## src/rtl/mdrop_rx_pkg.sv

```systemverilog
package mdrop_rx_pkg;

   typedef enum logic {
      RX_HUNT = 1'b0,
      RX_RECV = 1'b1
   } rx_state_e;

   function automatic logic vote3(input logic a, input logic b, input logic c);
      return (a & b) | (a & c) | (b & c);
   endfunction

   function automatic logic split3(input logic a, input logic b, input logic c);
      return !((a == b) && (b == c));
   endfunction

endpackage

```

## src/rtl/mdrop_rx_sync.sv

```systemverilog
module mdrop_rx_sync #(
   parameter int unsigned STAGES = 2
) (
   input  logic clk,
   input  logic rst_n,
   input  logic d,
   output logic q
);
   generate
      if (STAGES == 0) begin : g_bypass
         assign q = d;
      end else begin : g_chain
         logic [STAGES-1:0] r;
         always_ff @(posedge clk or negedge rst_n) begin
            if (!rst_n) begin
               r <= '1;
            end else begin
               r[0] <= d;
               for (int i = 1; i < int'(STAGES); i++) r[i] <= r[i-1];
            end
         end
         assign q = r[STAGES-1];
      end
   endgenerate
endmodule

```

## src/rtl/mdrop_rx_frame.sv

```systemverilog
module mdrop_rx_frame
   import mdrop_rx_pkg::*;
#(
   parameter int unsigned OVS       = 16,
   parameter int unsigned DATA_BITS = 8
) (
   input  logic                 clk,
   input  logic                 rst_n,
   input  logic                 tick,
   input  logic                 line,
   input  logic                 ext,
   output logic                 done,
   output logic [DATA_BITS:0]   data,
   output logic                 noisy,
   output logic                 ferr
);
   localparam int unsigned W  = DATA_BITS + 1;
   localparam int unsigned PW = $clog2(OVS + 1);
   localparam int unsigned BW = $clog2(DATA_BITS + 4);
   localparam int unsigned V1 = OVS / 2;
   localparam int unsigned V2 = V1 + 1;
   localparam int unsigned V3 = V1 + 2;

   rx_state_e         state;
   logic [PW-1:0]     rt;
   logic [PW-1:0]     cur_rt;
   logic [BW-1:0]     bidx;
   logic [BW-1:0]     last_data;
   logic [W-1:0]      shreg;
   logic              s_a, s_b, prev_hi, nacc;
   logic              v, dis;

   always_comb begin
      cur_rt    = (rt == PW'(OVS)) ? PW'(1) : rt + PW'(1);
      last_data = BW'(DATA_BITS) + BW'(ext);
      v         = vote3(s_a, s_b, line);
      dis       = split3(s_a, s_b, line);
   end

   always_ff @(posedge clk or negedge rst_n) begin
      if (!rst_n) begin
         state   <= RX_HUNT;
         rt      <= '0;
         bidx    <= '0;
         shreg   <= '0;
         s_a     <= 1'b1;
         s_b     <= 1'b1;
         prev_hi <= 1'b0;
         nacc    <= 1'b0;
         done    <= 1'b0;
         data    <= '0;
         noisy   <= 1'b0;
         ferr    <= 1'b0;
      end else begin
         done <= 1'b0;
         if (tick) begin
            prev_hi <= line;
            case (state)
               RX_HUNT: begin
                  if (prev_hi && !line) begin
                     state <= RX_RECV;
                     rt    <= PW'(1);
                     bidx  <= '0;
                     nacc  <= 1'b0;
                     shreg <= '0;
                  end
               end
               default: begin
                  rt <= cur_rt;
                  if (cur_rt == PW'(V1)) s_a <= line;
                  if (cur_rt == PW'(V2)) s_b <= line;
                  if (cur_rt == PW'(V3)) begin
                     bidx <= bidx + BW'(1);
                     if (bidx == '0) begin
                        nacc <= dis;
                        if (v) state <= RX_HUNT;
                     end else if (bidx <= last_data) begin
                        shreg <= {v, shreg[W-1:1]};
                        nacc  <= nacc | dis;
                     end else begin
                        done  <= 1'b1;
                        data  <= ext ? shreg : {1'b0, shreg[W-1:1]};
                        noisy <= nacc | dis;
                        ferr  <= !v;
                        state <= RX_HUNT;
                     end
                  end
               end
            endcase
         end
      end
   end
endmodule

```

## src/rtl/mdrop_rx_idle.sv

```systemverilog
module mdrop_rx_idle #(
   parameter int unsigned OVS       = 16,
   parameter int unsigned DATA_BITS = 8
) (
   input  logic clk,
   input  logic rst_n,
   input  logic tick,
   input  logic line,
   input  logic ext,
   input  logic restart,
   output logic evt
);
   localparam int unsigned CW = $clog2((DATA_BITS + 3) * OVS + 1);

   logic [CW-1:0] cnt;
   logic [CW-1:0] thr;

   always_comb thr = CW'((DATA_BITS + 2) * OVS) + (ext ? CW'(OVS) : '0);

   always_ff @(posedge clk or negedge rst_n) begin
      if (!rst_n) begin
         cnt <= '0;
         evt <= 1'b0;
      end else begin
         evt <= tick && line && !restart && (cnt == thr - CW'(1));
         if (restart) begin
            cnt <= '0;
         end else if (tick) begin
            if (!line)          cnt <= '0;
            else if (cnt < thr) cnt <= cnt + CW'(1);
         end
      end
   end
endmodule

```

## src/rtl/mdrop_rx.sv

```systemverilog
module mdrop_rx #(
   parameter int unsigned OVS         = 16,
   parameter int unsigned DATA_BITS   = 8,
   parameter int unsigned SYNC_STAGES = 2
) (
   input  logic                 clk,
   input  logic                 rst_n,
   input  logic                 rt_tick,
   input  logic                 rxd,
   input  logic                 frame_ext,
   input  logic                 wake_mark,
   input  logic                 sleep_req,
   input  logic                 read_ack,
   output logic [DATA_BITS:0]   rx_data,
   output logic                 data_ready,
   output logic                 idle_flag,
   output logic                 overrun,
   output logic                 noise_err,
   output logic                 frame_err,
   output logic                 sleeping
);
   generate
      if (OVS < 8) begin : g_bad_ovs
         $error("mdrop_rx: OVS must be at least 8");
      end
      if (DATA_BITS < 5 || DATA_BITS > 8) begin : g_bad_width
         $error("mdrop_rx: DATA_BITS must lie in 5..8");
      end
   endgenerate

   logic               line_s;
   logic               char_done;
   logic [DATA_BITS:0] char_data;
   logic               char_noisy, char_ferr;
   logic               idle_evt;
   logic               msb, addr_wake, idle_wake, accept, full_after_read, armed;

   mdrop_rx_sync #(.STAGES(SYNC_STAGES)) u_sync (
      .clk(clk), .rst_n(rst_n), .d(rxd), .q(line_s)
   );

   mdrop_rx_frame #(.OVS(OVS), .DATA_BITS(DATA_BITS)) u_frame (
      .clk(clk), .rst_n(rst_n), .tick(rt_tick), .line(line_s), .ext(frame_ext),
      .done(char_done), .data(char_data), .noisy(char_noisy), .ferr(char_ferr)
   );

   mdrop_rx_idle #(.OVS(OVS), .DATA_BITS(DATA_BITS)) u_idle (
      .clk(clk), .rst_n(rst_n), .tick(rt_tick), .line(line_s), .ext(frame_ext),
      .restart(sleep_req), .evt(idle_evt)
   );

   always_comb begin
      msb             = frame_ext ? char_data[DATA_BITS] : char_data[DATA_BITS-1];
      addr_wake       = sleeping && wake_mark && char_done && msb;
      idle_wake       = sleeping && !wake_mark && idle_evt;
      accept          = char_done && (!sleeping || addr_wake);
      full_after_read = data_ready && !read_ack;
   end

   always_ff @(posedge clk or negedge rst_n) begin
      if (!rst_n) begin
         sleeping   <= 1'b0;
         rx_data    <= '0;
         data_ready <= 1'b0;
         idle_flag  <= 1'b0;
         overrun    <= 1'b0;
         noise_err  <= 1'b0;
         frame_err  <= 1'b0;
         armed      <= 1'b0;
      end else begin
         if (sleep_req)                   sleeping <= 1'b1;
         else if (addr_wake || idle_wake) sleeping <= 1'b0;

         if (read_ack) begin
            data_ready <= 1'b0;
            idle_flag  <= 1'b0;
            overrun    <= 1'b0;
            noise_err  <= 1'b0;
            frame_err  <= 1'b0;
         end

         if (idle_evt && !sleeping && armed) begin
            idle_flag <= 1'b1;
            armed     <= 1'b0;
         end

         if (accept) begin
            armed <= 1'b1;
            if (full_after_read) begin
               overrun <= 1'b1;
            end else begin
               rx_data    <= char_data;
               data_ready <= 1'b1;
               noise_err  <= char_noisy;
               frame_err  <= char_ferr;
            end
         end
      end
   end
endmodule

```

## config.mk

```make
export PLATFORM = sky130hd
export DESIGN_NAME = mdrop_rx
export DESIGN_NICKNAME = d
export VERILOG_FILES = /design/src/rtl/mdrop_rx_pkg.sv /design/src/rtl/mdrop_rx_sync.sv /design/src/rtl/mdrop_rx_frame.sv /design/src/rtl/mdrop_rx_idle.sv /design/src/rtl/mdrop_rx.sv
export SDC_FILE = /design/constraint.sdc
export NUM_CORES = 1
export LEC_CHECK = 0
export CORE_UTILIZATION = 25
export DETAILED_ROUTE_END_ITERATION = 16
export SLEW_MARGIN = 20
export SYNTH_ARGS = -nofsm -noshare
export SYNTH_HDL_FRONTEND = slang
export SYNTH_SLANG_ARGS = --single-unit
```

## constraint.sdc

```tcl
create_clock -name clk -period 4.6 [get_ports clk]
set_input_delay 0.69 -clock clk [delete_from_list [all_inputs] [get_ports clk]]
set_output_delay 0.69 -clock clk [all_outputs]
set_load 0.01 [all_outputs]
```

Word-level counts from Yosys, hierarchy flattened --
Index checks and enable logic that the tools add are counted.
Word-level totals: word-level logic and storage cells 142, input port bits 8, register bits 62, output and inout bits 15
Cells by class: bitwise gates (word level) 9, $lt $le $gt $ge 2, equality and inequality tests 12, add/sub/neg operators 6, multiplexer cells 52, reductions and logical operators 38
Operator list (count):
- $mux 9 | 6
- $mux 1 | 35
- $mux 8 | 4
- $mux 5 | 4
- $eq 5x4->1 const B | 3
- $logic_and 1x1->1 | 14
- $mux 4 | 3
- $reduce_and 5->1 | 2
- $reduce_bool 2->1 | 5
- $reduce_and 3->1 | 3
- $add 8x1->8 const B | 1
- $add 8x8->8 const A | 1
- $eq 8x8->1 | 1
- $lt 8x8->1 | 1
- $sub 8x1->8 const B | 1
- $logic_not 1->1 | 7
- $ne 2x2->1 const B | 3
- $reduce_and 2->1 | 3
- $add 5x1->5 const B | 1
- $eq 5x5->1 const B | 1
- $add 4x1->4 const A | 1
- $add 4x1->4 const B | 1
- $le 4x4->1 | 1
- $logic_not 4->1 | 1
- other kinds (8) | 16

Longest topological paths before layout --
Gate-level depths: netlist (run 1).
depth in word-level cells 8, gate-level depth with buffers 8, gate-level depth less buffers 7

By module --
From an unflattened synthesis (run 1), not the netlist that was laid out.
Unflattened totals: cells, all modules 296, area, all modules 3288.2 um^2
Modules (own cells, without submodules):
- mdrop_rx_frame | cells each 180, area an instance 1968.1 um^2, times used 1
- mdrop_rx | cells each 50, area an instance 683.2 um^2, times used 1
- mdrop_rx_idle | cells each 64, area an instance 584.3 um^2, times used 1
- mdrop_rx_sync | cells each 2, area an instance 52.6 um^2, times used 1

Worst setup path before layout (run 1) --
OpenSTA, ideal clock, no wires.
path type input to register, start point input port frame_ext, end point register u_frame.shreg[0], data required time 4.479 ns, buffers on the path 1, library setup time 0.121 ns, setup slack 2.315 ns, arrival 2.164 ns, cell stages on the path 7, cells stage by stage ha_1 nor2_1 o311a_1 or2_2 a21o_1 buf_2 a22o_1
On the way: word-level cells in the longest chain between the ends 4
RTL lines:
- from (decl) | RTL line mdrop_rx.sv:10 | input logic frame_ext,
- $add 4x1->4 | RTL line mdrop_rx_frame.sv:35 | last_data = BW'(DATA_BITS) + BW'(ext);
- $le 4x4->1 | RTL line mdrop_rx_frame.sv:77 | end else if (bidx <= last_data) begin
- $ne 2x2->1 (no source line)
- $reduce_and 5->1 (no source line)
- to (signal assigned) | RTL line mdrop_rx_frame.sv:78 | shreg <= {v, shreg[W-1:1]};
- to (decl) | RTL line mdrop_rx_frame.sv:29 | logic [W-1:0] shreg;
No other way between the ends. A chain may end at the register's enable or synchronous reset.

Final worst setup path (run 1) --
start point input port frame_ext, end point register u_frame.shreg[1]
Same word-level chain as after synthesis.

==> impl_metrics.py, run 1 <==
metrics = {
    "worst_setup_path": {
        "crit_fanout": 13,
        "start_kind": "primary input",
        "reg2regPathDepth": 7,
        "endpoint_kind": "flip-flop",
        "rr_endpoint": "u_frame.data[1]",
        "r2r_start": "u_frame.rt[0]",
        "critPathRequiredTime_ns": 4.82,
        "rrSetupSlack_ns": 2.26,
        "crit_type": "in2reg",
        "crit_arrival_ns": 3.14,
    },
    "hold_path": {
        "min_to": "u_sync.g_chain.r[1]",
        "worstHoldStart": "u_sync.g_chain.r[0]",
        "hold_class": "reg2reg",
        "hold_depth": 0,
    },
    "pwr": {
        "ir_drop_uv": 256,
        "leakage_nw": 1.69,
        "power_density_mw_per_mm2": 450,
    },
    "layout": {
        "seq_area_mm2": 0.00156,
        "layout.nets": 313,
        "syn2layout_area_growth_pct": 21.7,
        "multiInputGateArea_mm2": 0.00150,
        "num_antenna_cells": 0,
        "fill_cells": 1253,
        "finalNonFillerCells": 467,
        "drive_above_1_share_pct": 23.1,
    },
    "clock_tree": {
        "clk_latency_ns": 0.33,
        "tritoncts": "built",
        "path_clk_slew_ns": 0.06,
        "cts_max_level": 3,
        "cts_inserted_buffers": 9,
        "cts_hold_buffers": 0,
        "cts-resized-gates": 0,
        "cts_root_buf": "clkbuf_16",
        "clock-sinks": 62,
        "clock_path_buffers": 2,
        "post_cts_buffers": 0,
    },
    "synth": {
        "ys_warn_count": 0,
        "ys_seq_elements": 62,
        "syn_inst": 272,
        "synthesis.nets": 291,
        "synth_ff_type": "dfrtp_1",
        "syn_area_mm2": 0.00317,
        "syn_area_per_cell_um2": 11.7,
        "ys_seq_area_share_pct": 49.1,
        "async_flop_share_pct": 100,
        "synth_edf_count": 0,
        "synth_cell_types": 54,
    },
    "job": {
        "max_cap_viol_count": 0,
    },
    "global_routing": {
        "use_met1_pct": 12.9,
        "grt.busiest_layer": "met2",
        "antenna_found_initial": 0,
        "grt_first_pass_wirelength_um": 10600,
        "grt_max_degree": 63,
        "first_global_vias": 2205,
        "use_met3_pct": 4.13,
        "grt_usage_pct": 10.4,
        "overflow": 0,
        "grt_use_met2_pct": 16.2,
    },
    "placed_design": {
        "place_inst": 451,
        "portBuffers": 22,
        "gp_congestion": 0.794,
        "place_hpwl_um": 4050,
    },
    "floorplan": {
        "initial_core_util_pct": 26.0,
        "io_pins": 23,
        "dieArea_mm2": 0.0131,
        "core_mm2": 0.0122,
        "fp.dieW_um": 115,
        "placementRows": 40,
        "die_h_um": 115,
    },
    "timing": {
        "clock.fmax_mhz": 343,
        "skew_ns": 0.00650,
        "rsz0062_at_grt": "no",
        "relSlewSlack_pct": 49.0,
        "worst_pin_slew_ns": 0.766,
        "fin_crit_sh_pct": 63.5,
        "slew_viol_final": 0,
        "fin_setup_tns_ns": 0,
        "hold-worst-slack_ns": 0.355,
        "setup_viol": 0,
        "fin_crit_ns": 2.92,
        "hold_viol_final": 0,
    },
    "routing": {
        "detail_route.wl_per_cell_um": 12.9,
        "drt_pass1_iterations": 4,
        "drt_iter0_drc": 133,
        "vias": 2142,
        "viasPerCell": 4.59,
        "drt_wl_total_um": 6010,
        "drcViolationCount": 0,
        "ant_nets": 0,
    },
    "status": {
        "status": "completed",
    },
}
placed cells by master (no fill, tap or decap), types with 2 or more instances in the layout:
cell and instances:
a21o_1 4, mux2_4 8, o21ai_0 17, o31ai_1 5, mux2_2 26, nand3_1 11, and2_0 2, a22o_1 9
dfrtp_1 58, nor4b_1 2, buf_4 2, ha_1 11, inv_1 10, or2_2 3, dfstp_2 4, nor3_1 2
a21oi_1 7, nand2b_1 4, nand2_1 17, o211ai_1 4, nand4_1 6, inv_6 3, clkinv_4 2, clkdlybuf4s50_1 21
nor2_1 11, clkbuf_16 9, nor2b_1 6, and3_1 4, a31oi_1 3, bufinv_16 2
cell usage after synthesis, types with 2 or more instances:
| library cell | n | area share [%] |
|---|---|---|
| a21o_1 | 4 | 0.95 |
| a21oi_1 | 7 | 1.1 |
| a22o_1 | 9 | 2.5 |
| a31oi_1 | 3 | 0.59 |
| and2_0 | 2 | 0.39 |
| and3_1 | 4 | 0.79 |
| buf_2 | 3 | 0.47 |
| clkbuf_1 | 7 | 0.83 |
| dfrtp_1 | 58 | 46 |
| dfstp_2 | 4 | 3.3 |
| ha_1 | 11 | 4.3 |
| inv_1 | 10 | 1.2 |
| mux2_2 | 26 | 9.2 |
| mux2_4 | 8 | 3.8 |
| nand2_1 | 17 | 2.0 |
| nand2b_1 | 4 | 0.79 |
| nand3_1 | 11 | 1.7 |
| nand4_1 | 6 | 1.2 |
| nor2_1 | 11 | 1.3 |
| nor2b_1 | 6 | 1.2 |
| nor3_1 | 2 | 0.32 |
| nor4b_1 | 2 | 0.55 |
| o211ai_1 | 4 | 0.95 |
| o21ai_0 | 17 | 2.7 |
| o31ai_1 | 5 | 1.2 |
| or2_2 | 3 | 0.59 |
cell type report:
cell class | count | share of cell area [%]
well taps | 168 | 5.44
clock buffers | 9 | 5.83
multi-input cells | 187 | 38.8
inverters | 10 | 0.972
repair buffers | 24 | 5.96
flip-flops and latches | 62 | 40.3
clock inverters | 7 | 2.69
kinds of logic after synthesis:
kind of cell    count (synthesis)  share of synthesized area [%]
compound gates                 59                           13.5
xor+xnor                        3                           1.42
fa+ha+maj                      11                           4.34
buf+inv                        23                           3.71
simple gates                   79                           14.7
mux                            35                           13.3
flops                          62                           49.1
where the power goes:
group | switching [W] | leakage [nW] | internal (W) | total [W]
clock | 0.000261 | 0.161 | 0.000481 | 0.000743
sequential | 0.0000808 | 0.804 | 0.000598 | 0.000678
combinational | 0.000170 | 0.726 | 0.000145 | 0.000315
metrics by stage:
| step | power (W) | setup WS, ns | area (um^2) | utilization, % |
|---|---|---|---|---|
| 2_1_floorplan | 0.000924 | 2.31 | 3170 | - |
| 3_3_place_gp | 0.000991 | 1.39 | 3530 | 28.9 |
| 3_5_place_dp | 0.00100 | 1.36 | 3530 | 28.9 |
| 4_1_cts | 0.00176 | 1.68 | 3860 | 31.6 |
| 5_1_grt | 0.00183 | 1.55 | 3860 | 31.6 |
| 6_report | 0.00174 | 1.68 | 3860 | 31.6 |
state kept, by name, summed over array words and instances (netlist names), 2 cells and up:
name and cells:
rx_data 9, u_frame.shreg 9, u_frame.data 9, u_frame.bidx 4
u_sync.g_chain.r 2, u_idle.cnt 8, u_frame.rt 5
critical path, stage by stage:
cell and delay, ns:
clkdlybuf4s50_1 0.71, ha_1 0.44, nor2_1 0.04, o311a_1 0.35, or2_2 0.36, a21o_1 0.27, a22o_1 0.27
how the worst max path moves through the flow:
stage | from | end | cells after the start
2_1_floorplan | frame_ext | u_frame.shreg[0] | 7
3_3_place_gp | frame_ext | u_frame.shreg[3] | 7
3_5_place_dp | frame_ext | u_frame.shreg[6] | 7
4_1_cts | frame_ext | u_frame.shreg[1] | 7
5_1_grt | frame_ext | u_frame.shreg[7] | 7
6_report | frame_ext | u_frame.shreg[1] | 7
metal layers:
layer | vias up | wire length, um
li1 | 1038 | -
met1 | 1068 | 2880
met2 | 31 | 2800
met3 | 5 | 263
met4 | 0 | 70
met5 | - | 0
(Power assumes the default switching activity.)
==> inputs of run 2 (changes only) <==
==> constraint.sdc (replaced) <==
create_clock -name clk -period 2.7 [get_ports clk]
set_input_delay 0.405 -clock clk [delete_from_list [all_inputs] [get_ports clk]]
set_output_delay 0.405 -clock clk [all_outputs]
set_load 0.01 [all_outputs]
==> run 2 against run 1 <==
Clock skew fell by 0.0012 ns. Final cell count rose by 0.86%. Worst hold slack got worse by 0.23 ns. Combinational power rose by 76%. Setup slack got worse by 1.3 ns. Largest cell class unchanged. Critical path depth did not move. Wire length fell by 0.20%. Sequential share of layout area fell by 0.39 points. Design area rose by 0.97%. Sequential power rose by 71%. Via count fell by 0.98%.
==> impl_metrics.py, run 2 (synthesis results as in run 1) <==
metrics = {
    "status": {
        "status": "completed",
    },
    "worst_setup_path": {
        "crit_end": "u_frame.data[0]",
        "rr_endpoint": "u_frame.data[0]",
        "crit_arrival_ns": 2.49,
        "start_kind": "flip-flop",
        "r2r_start": "u_frame.rt[0]",
        "crit_start": "u_frame.rt[0]",
        "rrSetupSlack_ns": 0.41,
        "crit_type": "reg2reg",
        "endpoint_kind": "flip-flop",
        "critPathRequiredTime_ns": 2.90,
        "reg2regPathDepth": 7,
        "crit_fanout": 12,
    },
    "pwr": {
        "leakage_nw": 1.71,
        "p_clk_share_pct": 41.7,
        "switching_share_pct": 28.2,
        "pwr-share-seq_pct": 39.4,
        "switchingPower_w": 0.000828,
        "power_density_mw_per_mm2": 753,
        "p_comb_share_pct": 18.9,
        "ir_drop_uv": 345,
        "cell_internal_pwr_w": 0.00211,
    },
    "global_routing": {
        "grt_usage_pct": 9.97,
        "grt_first_pass_wirelength_um": 10300,
        "overflow": 0,
        "antenna_found_initial": 0,
        "grt_max_degree": 34,
        "first_global_vias": 2059,
    },
    "clock_tree": {
        "cts_inserted_buffers": 9,
        "post_cts_buffers": 0,
        "clk_latency_ns": 0.32,
        "cts-resized-gates": 0,
        "cts_root_buf": "clkbuf_16",
        "tritoncts": "built",
        "cts_hold_buffers": 0,
        "path_clk_slew_ns": 0.05,
        "clock-sinks": 62,
        "clock_path_buffers": 2,
        "cts_max_level": 3,
    },
    "timing": {
        "fin_setup_tns_ns": 0,
        "fin_crit_ns": 2.29,
        "slew_viol_final": 0,
        "rsz0062_at_grt": "no",
        "skew_ns": 0.00529,
        "clock.fmax_mhz": 437,
        "relSlewSlack_pct": 54.2,
        "fin_crit_sh_pct": 84.7,
        "worst_pin_slew_ns": 0.687,
        "setup_viol": 0,
        "hold_viol_final": 0,
    },
    "floorplan": {
        "placementRows": 40,
        "fp.dieW_um": 115,
        "core_mm2": 0.0122,
        "io_pins": 23,
        "initial_core_util_pct": 26.0,
        "die_h_um": 115,
        "dieArea_mm2": 0.0131,
    },
    "layout": {
        "layout_commonest_cell": "dfrtp_1",
        "layout.nets": 317,
        "drive_above_1_share_pct": 24.1,
        "syn2layout_area_growth_pct": 22.9,
        "mostFrequentLayoutCells": "dfrtp_1 (58), mux2_2 (26), clkdlybuf4s50_1 (21), nand2_1 (17), o21ai_0 (17)",
        "stdcell_area_mm2": 0.00390,
        "top_regs": "rx_data x9, u_frame.data x9, u_frame.shreg x9",
        "num_antenna_cells": 0,
    },
    "routing": {
        "ant_nets": 0,
        "detail_route.wl_per_cell_um": 12.7,
        "drt_pass1_iterations": 4,
        "drt_wl_total_um": 6000,
        "vias": 2121,
        "drcViolationCount": 0,
        "viasPerCell": 4.50,
        "drt_iter0_drc": 102,
    },
    "placed_design": {
        "dpl-instance-area_mm2": 0.00357,
        "gp_congestion": 0.749,
        "place_hpwl_um": 4170,
        "portBuffers": 22,
    },
    "job": {
        "max_cap_viol_count": 0,
    },
    "hold_path": {
        "hold_class": "in2async",
    },
}
-- run 2: changes by cell type in the layout (fill, tap and decap cells not counted), sizes merged --
cell | previous run | this run
inv | 13 | 10
clkinvlp | 0 | 2
buf | 3 | 7
clkbuf | 9 | 10
-- run 2: area by class of cell --
type / count / area, um^2
clock buffers: 10 / 239
clock inverters: 6 / 85.1
fillers: 1258 / 8310
inverters: 10 / 37.5
multi-input cells: 187 / 1500
flip-flops and latches: 62 / 1560
well taps: 168 / 210
repair buffers: 28 / 273
-- run 2: routing by layer --
metal	up-vias	track usage, %	routed length [um]
li1	1042	-	-
met1	1036	13.5	3060
met2	38	14.7	2680
met3	5	3.34	193
met4	0	3.64	68
met5	-	0	0
-- run 2: power groups by stage --
stage | clock network (W) | registers, W | logic [W]
global placement | 0 | 0.00117 | 0.000545
global route | 0.00129 | 0.00118 | 0.000623
floorplan | 0 | 0.00111 | 0.000463
finish | 0.00122 | 0.00116 | 0.000554
CTS | 0.00125 | 0.00116 | 0.000562
detailed placement | 0 | 0.00117 | 0.000559
-- run 2: how the worst min path moves through the flow --
| stage | start | end | slack (ns) | cells past startpoint |
|---|---|---|---|---|
| after floorplan | rst_n | armed | 0.11 | 0 |
| after global placement | u_sync.g_chain.r[0] | u_sync.g_chain.r[1] | 0.35 | 0 |
| after detailed placement | u_sync.g_chain.r[0] | u_sync.g_chain.r[1] | 0.35 | 0 |
| after CTS | rst_n | overrun | 0.14 | 1 |
| after global routing | rst_n | overrun | 0.18 | 1 |
| final | rst_n | data_ready | 0.13 | 1 |
-- run 2: per-stage QoR --
stage	setup slack [ns]	hold WS, ns	utilization, %	cells	power, W
2_1_floorplan	0.618	0.109	-	272	0.00157
3_3_place_gp	0.235	0.349	29.3	455	0.00171
3_5_place_dp	0.228	0.347	29.3	455	0.00173
4_1_cts	0.402	0.141	31.9	471	0.00298
5_1_grt	0.309	0.178	31.9	471	0.00309
6_report	0.413	0.129	31.9	471	0.00294
-- run 2: worst max-delay path, cell delays in order (launching register included) --
cell      delay [ns]
dfrtp_1         0.46
inv_1           0.11
ha_1            0.22
nand2b_4        0.08
a211oi_4        0.33
o211a_1         0.25
and3_4          0.35
mux2_2          0.36
